File: config.mk
export PLATFORM = sky130hd
export DESIGN_NAME = jtag_idcode_reader
export DESIGN_NICKNAME = d
export VERILOG_FILES = /design/src/rtl/jid_pkg.sv /design/src/rtl/jid_tck_gen.sv /design/src/rtl/jid_seq.sv /design/src/rtl/jid_classify.sv /design/src/rtl/jtag_idcode_reader.sv
export SDC_FILE = /design/constraint.sdc
export NUM_CORES = 1
export LEC_CHECK = 0
export CORE_MARGIN = 3
export CORE_UTILIZATION = 47
export CTS_CLUSTER_SIZE = 10
export DETAILED_ROUTE_END_ITERATION = 7
export PLACE_DENSITY = 0.7
export SLEW_MARGIN = 10
export SYNTH_ARGS = -nofsm -noshare
export SYNTH_HDL_FRONTEND = slang
export SYNTH_SLANG_ARGS = --single-unit
File: constraint.sdc
create_clock -name clk -period 2.85 [get_ports clk]
set_clock_uncertainty 0.15 [all_clocks]
set_input_delay 0.57 -clock clk [delete_from_list [all_inputs] [get_ports clk]]
set_output_delay 0.57 -clock clk [all_outputs]
set_load 0.05 [all_outputs]
File: src/rtl/jid_pkg.sv
package jid_pkg;
  localparam int unsigned ID_W        = 32;
  localparam int unsigned RST_EDGES   = 5;
  localparam int unsigned NAV_EDGES   = 4;
  localparam int unsigned SHIFT_FIRST = RST_EDGES + NAV_EDGES;
  localparam int unsigned TOTAL_EDGES = SHIFT_FIRST + ID_W;
  localparam int unsigned EDGE_W      = $clog2(TOTAL_EDGES + 1);

  typedef logic [EDGE_W-1:0] edge_t;

  typedef struct packed {
    logic is_id;
    logic bypass;
    logic stuck;
  } verdict_t;

  // TMS level to present for rising edge number k of a run
  function automatic logic tms_at(edge_t k);
    if (k < edge_t'(RST_EDGES)) return 1'b1;
    if (k < edge_t'(SHIFT_FIRST)) return (k == edge_t'(RST_EDGES + 1));
    if (k == edge_t'(TOTAL_EDGES - 1)) return 1'b1;
    return 1'b0;
  endfunction
endpackage

File: src/rtl/jid_tck_gen.sv
module jid_tck_gen #(
  parameter int DIV_W = 8
) (
  input  logic             clk,
  input  logic             rst_n,
  input  logic             run,
  input  logic [DIV_W-1:0] half_m1,
  output logic             tck,
  output logic             rise_ev,
  output logic             fall_ev
);
  logic [DIV_W-1:0] cnt;
  logic             wrap;

  assign wrap    = run && (cnt == half_m1);
  assign rise_ev = wrap && !tck;
  assign fall_ev = wrap && tck;

  always_ff @(posedge clk) begin
    if (!rst_n) begin
      cnt <= '0;
      tck <= 1'b0;
    end else if (!run) begin
      cnt <= '0;
      tck <= 1'b0;
    end else if (wrap) begin
      cnt <= '0;
      tck <= ~tck;
    end else begin
      cnt <= cnt + 1'b1;
    end
  end


  tck_idle_low_chk: assert property (@(posedge clk) disable iff (!rst_n)
    !run |=> !tck);


  tck_hold_chk: assert property (@(posedge clk) disable iff (!rst_n)
    (run && !wrap) |=> (tck == $past(tck)));
endmodule

File: src/rtl/jid_seq.sv
module jid_seq
  import jid_pkg::*;
(
  input  logic            clk,
  input  logic            rst_n,
  input  logic            start,
  input  logic            hold,
  input  logic            tdo,
  input  logic            rise_ev,
  input  logic            fall_ev,
  output logic            busy,
  output logic            tms,
  output logic            done,
  output logic [ID_W-1:0] word
);
  edge_t eidx;
  logic  launch;

  assign launch = start && !busy && !hold;
  assign done   = busy && fall_ev && (eidx == edge_t'(TOTAL_EDGES));

  always_ff @(posedge clk) begin
    if (!rst_n) begin
      busy <= 1'b0;
      eidx <= '0;
      tms  <= 1'b1;
      word <= '0;
    end else if (launch) begin
      busy <= 1'b1;
      eidx <= '0;
      tms  <= tms_at('0);
    end else if (busy) begin
      if (rise_ev) begin
        eidx <= eidx + 1'b1;
        if (eidx >= edge_t'(SHIFT_FIRST))
          word <= {tdo, word[ID_W-1:1]};
      end
      if (fall_ev) begin
        if (eidx == edge_t'(TOTAL_EDGES)) busy <= 1'b0;
        else tms <= tms_at(eidx);
      end
    end
  end


  edge_bound_chk: assert property (@(posedge clk) disable iff (!rst_n)
    busy |-> (eidx <= edge_t'(TOTAL_EDGES)));


  restart_ignored_chk: assert property (@(posedge clk) disable iff (!rst_n)
    (busy && !done) |=> (busy && eidx >= $past(eidx)));


  exit_tms_chk: assert property (@(posedge clk) disable iff (!rst_n)
    done |-> tms);
endmodule

File: src/rtl/jid_classify.sv
module jid_classify
  import jid_pkg::*;
(
  input  logic            clk,
  input  logic            rst_n,
  input  logic            load,
  input  logic [ID_W-1:0] word_in,
  input  logic            ready,
  output logic            valid,
  output logic [ID_W-1:0] word,
  output verdict_t        verdict
);
  logic     all1, all0;
  verdict_t vnext;

  assign all1 = &word_in;
  assign all0 = ~|word_in;

  always_comb begin
    vnext.stuck  = all1 | all0;
    vnext.is_id  = word_in[0] & ~all1;
    vnext.bypass = ~word_in[0] & ~all0;
  end

  always_ff @(posedge clk) begin
    if (!rst_n) begin
      valid   <= 1'b0;
      word    <= '0;
      verdict <= '0;
    end else if (load) begin
      valid   <= 1'b1;
      word    <= word_in;
      verdict <= vnext;
    end else if (valid && ready) begin
      valid <= 1'b0;
    end
  end


  hold_stable_chk: assert property (@(posedge clk) disable iff (!rst_n)
    (valid && !ready && !load) |=> (valid && $stable(word) && $stable(verdict)));


  one_flag_chk: assert property (@(posedge clk) disable iff (!rst_n)
    valid |-> ($countones(verdict) == 1));


  id_lsb_chk: assert property (@(posedge clk) disable iff (!rst_n)
    (valid && verdict.is_id) |-> word[0]);


  bypass_lsb_chk: assert property (@(posedge clk) disable iff (!rst_n)
    (valid && verdict.bypass) |-> !word[0]);
endmodule

File: src/rtl/jtag_idcode_reader.sv
module jtag_idcode_reader
  import jid_pkg::*;
#(
  parameter int   DIV_W     = 8,
  parameter logic TDI_LEVEL = 1'b1
) (
  input  logic             clk,
  input  logic             rst_n,
  input  logic [DIV_W-1:0] tck_half_m1,
  input  logic             start,
  output logic             busy,
  output logic             tck,
  output logic             tms,
  output logic             tdi,
  input  logic             tdo,
  output logic             res_valid,
  input  logic             res_ready,
  output logic [ID_W-1:0]  res_word,
  output logic             res_is_id,
  output logic             res_bypass,
  output logic             res_stuck
);
  logic            rise_ev, fall_ev, done;
  logic [ID_W-1:0] shift_word;
  verdict_t        verdict;

  assign tdi = TDI_LEVEL;

  jid_tck_gen #(.DIV_W(DIV_W)) u_tck (
    .clk     (clk),
    .rst_n   (rst_n),
    .run     (busy),
    .half_m1 (tck_half_m1),
    .tck     (tck),
    .rise_ev (rise_ev),
    .fall_ev (fall_ev)
  );

  jid_seq u_seq (
    .clk     (clk),
    .rst_n   (rst_n),
    .start   (start),
    .hold    (res_valid),
    .tdo     (tdo),
    .rise_ev (rise_ev),
    .fall_ev (fall_ev),
    .busy    (busy),
    .tms     (tms),
    .done    (done),
    .word    (shift_word)
  );

  jid_classify u_cls (
    .clk     (clk),
    .rst_n   (rst_n),
    .load    (done),
    .word_in (shift_word),
    .ready   (res_ready),
    .valid   (res_valid),
    .word    (res_word),
    .verdict (verdict)
  );

  assign res_is_id  = verdict.is_id;
  assign res_bypass = verdict.bypass;
  assign res_stuck  = verdict.stuck;


  tms_quiet_high_chk: assert property (@(posedge clk) disable iff (!rst_n)
    (tck && $past(tck)) |-> $stable(tms));


  busy_valid_excl_chk: assert property (@(posedge clk) disable iff (!rst_n)
    !(busy && res_valid));


  handoff_chk: assert property (@(posedge clk) disable iff (!rst_n)
    $fell(busy) |-> res_valid);
endmodule

==> results.md, run 1 <==
* Worst Path Arrival at 1.73 ns
* TNS Setup at 0 ns
* Max-slew headroom at 0.6022
* Largest family of logic cells by synthesized area: simple AND/OR/NAND/NOR gates
* CP cell instances: clkdlybuf4s50_1
* Drt total wl at 7095 um
* DR vias at 2,795
* Met3 routed WL at 310 um
* Clock Path Buffers at 2
* Worst setup endpoint: tck
* Initial antenna violation count at 0
* Sequential fraction of the synthesis area at 0.4831
* Min Tclk post-route at 2.452 ns
* I/O pin cnt at 53
* Fin nets at 459
* Routed wire per std cell at 13.09 um
* Routability Congestion at 0.8616
* Port Buf Inserts at 51
* Max incr delay on CP at 0.87 ns
* Worst setup path category: reg2out
* Post-CTS setup buffers at 0
* CTS Hold Bufs at 0
* Critical path's slowest cell: clkdlybuf4s50_1
* Power density cells at 468.6 nW/um2
* Fmax at 407.8 MHz
* Int Pwr at 0.001564 W
* ANT cells at 0
* Area fraction in compound gates after synthesis at 0.09307
* Vias per inst at 5.157
* CP bufs+invs at 1
* Crit. End Element: primary output
* Area share of the largest cell type after synthesis at 0.4831
* Cell count after synthesis at 390
* Async set or reset register ratio after synthesis at 0
* Post-Synth Simple-Gate Area at 0.2345
* Post-synth top cells: nand2_1, dfxtp_1, a21boi_0, mux2i_1, clkbuf_1
* Cell variety after synth at 37
* Clk pwr share at 0.376
* Post-CTS sizing at 0
* Largest net degree at the start of global routing at 71
* Pre-antenna DRT Iters at 4
* Worst path depth at 1
* Metal2 WL at 3531 um
* DRC at 0
* Synth area leaders: dfxtp_1, nand2_1, mux2i_1, a21boi_0, xnor2_1
* Depth of the most critical reg-to-reg path at 6
* Die height at 92.57 um
* Mux share of post-synthesis cell area at 0.09982
* First-pass GRT wire length at 12,210 um
* Worst min-delay path class: reg2reg
* Clock transition at path regs at 0.08 ns
* Worst hold margin at 0.3126 ns
* Final setup violation count at 0
* Core area at 7019 um2
* Crit path max fanout at 8
* Yosys top cell by area: dfxtp_1
* Number of global-route vias before repair at 2,691
* Switching Share at 0.2291
* Final Hold Viols at 0
* FF-to-FF setup slack at 0.65 ns
* Crit path launch type: flip-flop
* Sw Pwr at 0.0004648 W
* Critical R2R Capture: u_cls.verdict[1]
* Die X-Extent at 92.57 um
* TritonCTS buffer count at 9
* Xor/xnor share of the synthesized area at 0.03979
* FF+latch count, synth at 85
* Clock Latency Late Sink at 0.36 ns
* Synth Area per Inst at 9.031 um2
* H-tree depth at 3
* Clk sinks at 85
* Crit. Startpoint: u_tck.tck
* Share of cells above drive strength 1 at 0.07175
* # fillers at 632
* Worst Tran Pin Value at 0.5967 ns
* Synth Warn # at 0
* WP data required at 2.13 ns
* Max cap viols at 0
* Part of the cycle the worst path needs at 0.8604
* Most numerous cell in the Yosys netlist: nand2_1
* Status: finished, final reports clean
* Max Slew Vio Count at 0
* Post-synthesis adder-cell area fraction at 0.01776
* Top delay family on crit path: buffers and inverters
* Max VDD drop at 0.0003925 V
* Main synth FF type: dfxtp_1
* Number of synthesized flops with an enable pin at 0
* Design area at 4329 um2
* GRT Util Overall at 0.1787
* Comb pwr share at 0.036
* Row Count at 30
* Syn_nets at 408
* Root Buffer Master: clkbuf_8
* Uppermost layer routed: met4
* RSZ-0062 raised after global routing: false
* Leakage power at 1.697 nW
* Initial drt markers at 122
* Aggregate global routing overflow at 0
* Routed Antenna Nets at 0
* Die ar. at 8568 um2
* CTS tree: done
* Synth-to-Final Area Change at 22.91%
* M1 WL at 3179 um
* DP HPWL at 5061 um
* Sequential Power Share at 0.588
* Post-synthesis cell area at 3522 um2
* Initial Utilization at 0.5018
* R2R Path Start: u_seq.eidx[0]
* Placed cell area at 4154 um2
-- placed cells by master, fill, tap and decap left out, drive strengths merged, types with 10 or more instances in the layout --
cell type and instances:
a21boi 35, buf 11, clkbuf 11, clkdlybuf4s50 50, dfxtp 85, mux2i 34
nand2 107, nand3 10, nand4 13, nor2 13, nor4 12, xnor2 11
-- power by group through the flow --
stage	sequential (W)	clock, W	combinational, W
after global placement	0.00122	0	0.0000735
after CTS	0.00119	0.000785	0.0000743
after detailed placement	0.00122	0	0.0000743
final	0.00119	0.000763	0.0000731
after global routing	0.00119	0.000832	0.0000800
after floorplan	0.00122	0	0.0000399
-- layer usage --
metal | track usage | vias to the layer above
met5 | 0 | -
li1 | - | 1435
met4 | 0.05569 | 0
met2 | 0.3106 | 43
met1 | 0.2043 | 1310
met3 | 0.06418 | 7
-- logic make-up after synthesis --
kind of cell    count (synthesis)
other cells                     1
simple gates                  177
buf+inv                        26
xor+xnor                       16
mux                            35
fa+ha+maj                       5
compound gates                 45
flops                          85
-- state kept, by name (all words and copies together), names as in the netlist, 3 cells and up --
register / count
u_seq.eidx: 6
u_cls.word: 32
u_seq.word: 32
u_cls.verdict: 3
u_tck.cnt: 8
-- through the flow --
stage	util	std cells	power, W	worst slack [ns]
after CTS	0.6168	542	0.002051	0.3814
after global placement	0.5918	526	0.001294	0.1338
after floorplan	-	390	0.001263	0.5170
final	0.6168	542	0.002029	0.3980
after global routing	0.6168	542	0.002106	0.3296
after detailed placement	0.5918	526	0.001295	0.1025
-- area by class of cell --
cell class              count  area (um2)  share of cell area
multi-input cells         279        1720              0.3974
well taps                  96       120.1             0.02775
repair buffers             61       593.1              0.1370
clock buffers              11       141.4             0.03266
flip-flops and latches     85        1702              0.3931
inverters                   5       18.77            0.004335
clock inverters             5       33.78            0.007803
-- how the worst min path moves through the flow --
stage	cells past startpoint	start	end	slack (ns)
finish	2	u_cls.word[7]	u_cls.word[7]	0.31
global placement	2	u_cls.word[23]	u_cls.word[23]	0.30
global route	2	u_cls.word[9]	u_cls.word[9]	0.34
CTS	2	u_cls.word[9]	u_cls.word[9]	0.32
detailed placement	2	u_cls.word[7]	u_cls.word[7]	0.31
floorplan	1	u_tck.cnt[0]	u_tck.cnt[0]	0.31
(Power assumes the default switching activity.)
==> run 2: changes to the inputs <==
--- a/config.mk
+++ b/config.mk
@@ -10,7 +10,7 @@
 export CTS_CLUSTER_SIZE = 10
 export DETAILED_ROUTE_END_ITERATION = 7
 export PLACE_DENSITY = 0.7
-export SLEW_MARGIN = 10
 export SYNTH_ARGS = -nofsm -noshare
 export SYNTH_HDL_FRONTEND = slang
+export SYNTH_HIERARCHICAL = 1
 export SYNTH_SLANG_ARGS = --single-unit
==> run 2 against run 1 <==
Against the previous run: maximum frequency decreased by 1.9%; non-clock buffer count decreased by 2; wire length decreased by 4.5%; cell count decreased by 0.92%; area after synthesis increased by 2.1%; sequential cell count unchanged; critical endpoint is now u_seq/word[8]; worst hold slack improved by 0.026 ns; clock power increased by 16%.
==> results.md, run 2 <==
* Status: finished, final reports clean (unchanged)
* Fin nets at 452 (was 459)
* Max cap viols at 0 (unchanged)
* Row Count at 31 (was 30)
* RSZ-0062 raised after global routing: false (unchanged)
* Power density cells at 485.1 nW/um2 (was 468.6 nW/um2)
* FF+latch count, synth at 85 (unchanged)
* Number of synthesized flops with an enable pin at 0 (unchanged)
* Synth Warn # at 6 (was 0)
* Main synth FF type: dfxtp_1 (unchanged)
* Int Pwr at 0.001712 W (was 0.001564 W)
* Commonest non-fill, non-tap cell in the layout: dfxtp_1 (was nand2_1)
* ANT cells at 0 (unchanged)
* Synth Area per Inst at 9.271 um2 (was 9.031 um2)
* Syn_nets at 406 (was 408)
* Post-CTS sizing at 0 (unchanged)
* Fin cells at 537 (was 542)
* Design area at 4443 um2 (was 4329 um2)
* Switching Share at 0.2055 (was 0.2291)
* Most frequent cells in the layout: dfxtp_1, clkdlybuf4s50_1, nand2_1 (was nand2_1, dfxtp_1, clkdlybuf4s50_1)
* Initial drt markers at 153 (was 122)
* R2R Path Start: u_tck/cnt[0] (was u_seq.eidx[0])
* Leakage power at 1.434 nW (was 1.697 nW)
* Initial Utilization at 0.4907 (was 0.5018)
* Initial antenna violation count at 0 (unchanged)
* # fillers at 621 (was 632)
* Clock Latency Late Sink at 0.34 ns (was 0.36 ns)
* Clk pwr share at 0.412 (was 0.376)
* Part of the cycle the worst path needs at 0.8774 (was 0.8604)
* Sw Pwr at 0.0004430 W (was 0.0004648 W)
* Vias per inst at 5.138 (was 5.157)
* Post-synth top cells: dfxtp_1, nand2_1, nand3_1 (was nand2_1, dfxtp_1, a21boi_0, mux2i_1, clkbuf_1)
* Max Slew Vio Count at 0 (unchanged)
* TritonCTS buffer count at 9 (unchanged)
* Crit. End Element: flip-flop (was primary output)
* Final setup violation count at 0 (unchanged)
* Final Hold Viols at 0 (unchanged)
* Worst Min Path Start: u_cls/word[0] (was u_cls.word[7])
* Sequential Power Share at 0.552 (was 0.588)
* Aggregate global routing overflow at 0 (unchanged)
* Share of cells above drive strength 1 at 0.07534 (was 0.07175)
* Synth-to-Final Area Change at 23.51% (was 22.91%)
* Min Tclk post-route at 2.501 ns (was 2.452 ns)
* Worst Tran Pin Value at 0.5504 ns (was 0.5967 ns)
* Yosys top cell by area: dfxtp_1 (unchanged)
* TNS Setup at 0 ns (unchanged)
* DRC at 0 (unchanged)
* Number of global-route vias before repair at 2,439 (was 2,691)
* Drt total wl at 6778 um (was 7095 um)
* DR vias at 2,759 (was 2,795)
* CTS tree: done (unchanged)
* Crit path launch type: input pin (was flip-flop)
* Clock transition at path regs at 0.08 ns (about the same)
* Post-synthesis cell area at 3597 um2 (was 3522 um2)
* Clock Path Buffers at 2 (unchanged)
* Max-slew headroom at 0.6284 (was 0.6022)
* GRT Util Overall at 0.1638 (was 0.1787)
* Placement Setup Slack at 0.01437 ns (was 0.1025 ns)
* Fmax at 399.9 MHz (was 407.8 MHz)
* Sequential fraction of the synthesis area at 0.4730 (was 0.4831)
* I/O pin cnt at 53 (unchanged)
* Cell variety after synth at 41 (was 37)
* Die X-Extent at 93.49 um (was 92.57 um)
* DP HPWL at 4593 um (was 5061 um)
* Synth area leaders: dfxtp_1, mux2i_1, nor2b_1, nand3_1, nand2_1 (was dfxtp_1, nand2_1, mux2i_1, a21boi_0, xnor2_1)
* Final worst setup slack at 0.3494 ns (was 0.3980 ns)
* Max VDD drop at 0.0002578 V (was 0.0003925 V)
* Area share of the largest cell type after synthesis at 0.4730 (was 0.4831)
* Crit path max fanout at 64 (was 8)
* Root Buffer Master: clkbuf_8 (unchanged)
* Port Buf Inserts at 51 (unchanged)
* Worst Path Arrival at 2.61 ns (was 1.73 ns)
* Pre-antenna DRT Iters at 4 (unchanged)
* Comb pwr share at 0.035 (was 0.036)
* H-tree depth at 3 (unchanged)
* Largest net degree at the start of global routing at 105 (was 71)
* WP data required at 2.96 ns (was 2.13 ns)
* Post-Place Cells at 522 (was 526)
* Worst setup path category: in2reg (was reg2out)
* Most numerous cell in the Yosys netlist: dfxtp_1 (was nand2_1)
* Regs by FF count: u_cls/word x32, u_seq/word x32, u_tck/cnt x8 (was u_cls.word x32, u_seq.word x32, u_tck.cnt x8)
* Worst min-delay path class: reg2reg (unchanged)
* Routed wire per std cell at 12.62 um (was 13.09 um)
* Placed cell area at 4238 um2 (was 4154 um2)
* Die ar. at 8739 um2 (was 8568 um2)
* Die height at 93.49 um (was 92.57 um)
* Core area at 7331 um2 (was 7019 um2)
* Post-CTS setup buffers at 0 (unchanged)
* CTS Hold Bufs at 0 (unchanged)
* First-pass GRT wire length at 11,510 um (was 12,210 um)
* Routed Antenna Nets at 0 (unchanged)
* Cell count after synthesis at 388 (was 390)
* Routability Congestion at 0.7624 (was 0.8616)
* Worst hold margin at 0.3389 ns (was 0.3126 ns)
* Crit. Startpoint: tck_half_m1[0] (was u_tck.tck)
* Clk sinks at 85 (unchanged)
* Async set or reset register ratio after synthesis at 0 (unchanged)
[run 2: cell count changes after synthesis, sizes merged, moves of 3 or more]
cell,delta
o21a,+3
xor2,+4
nor2b,+33
nor3b,-3
nand3,+29
nor2,+3
nand2,-66
a21boi,-33
o21ai,+34
[run 2: cell type report]
type,instances,area [um2],area share
Tap cell,99,123.9,0.02788
Inverter,3,11.26,0.002534
Sequential cell,85,1702,0.3830
Timing Repair Buffer,59,628.1,0.1414
Clock buffer,11,131.4,0.02957
Clock inverter,4,73.82,0.01662
Multi-Input combinational cell,276,1773,0.3990
[run 2: power by group through the flow]
stage | Combinational, W | Clock [W] | Sequential (W)
3_5_place_dp | 0.0000768 | 0 | 0.00122
3_3_place_gp | 0.0000759 | 0 | 0.00122
2_1_floorplan | 0.0000416 | 0 | 0.00122
6_report | 0.0000762 | 0.000888 | 0.00119
4_1_cts | 0.0000769 | 0.000916 | 0.00119
5_1_grt | 0.0000826 | 0.000958 | 0.00119
[run 2: routing by layer]
layer,GRT usage,routed length [um],up-vias
met5,0,0,-
met4,0.06227,25,0
met3,0.05873,393,2
met2,0.2335,2986,54
met1,0.2255,3374,1273
li1,-,-,1430
[run 2: kinds of logic after synthesis]
group	synth area share
xor+xnor	0.04626
compound gates	0.08626
other cells	0.001042
buf+inv	0.03582
fa+ha+maj	0.01739
mux	0.08904
simple gates	0.2511
flops	0.4730
[run 2: worst paths after layout]
path	to	slack [ns]	cells after the start
max	u_seq/word[8]	0.35	10
min	u_cls/word[0]	0.34	2
max reg2reg	u_seq/word[8]	0.55	9
min reg2reg	u_cls/word[0]	0.34	2
[run 2: metrics by stage]
step	power, W	utilization
floorplan	0.001265	-
global placement	0.001295	0.5781
detailed placement	0.001295	0.5781
CTS	0.002183	0.6061
global route	0.002232	0.6061
finish	0.002155	0.6061
[run 2: worst max-delay path: stages]
cell             delay (ns)
clkdlybuf4s50_1        0.47
xnor2_1                0.14
nand4_2                0.18
nor2_2                 0.18
and3b_1                0.19
nand2_1                0.12
a211oi_4               0.26
buf_12                 0.27
nand3_1                0.11
o21ai_0                0.10
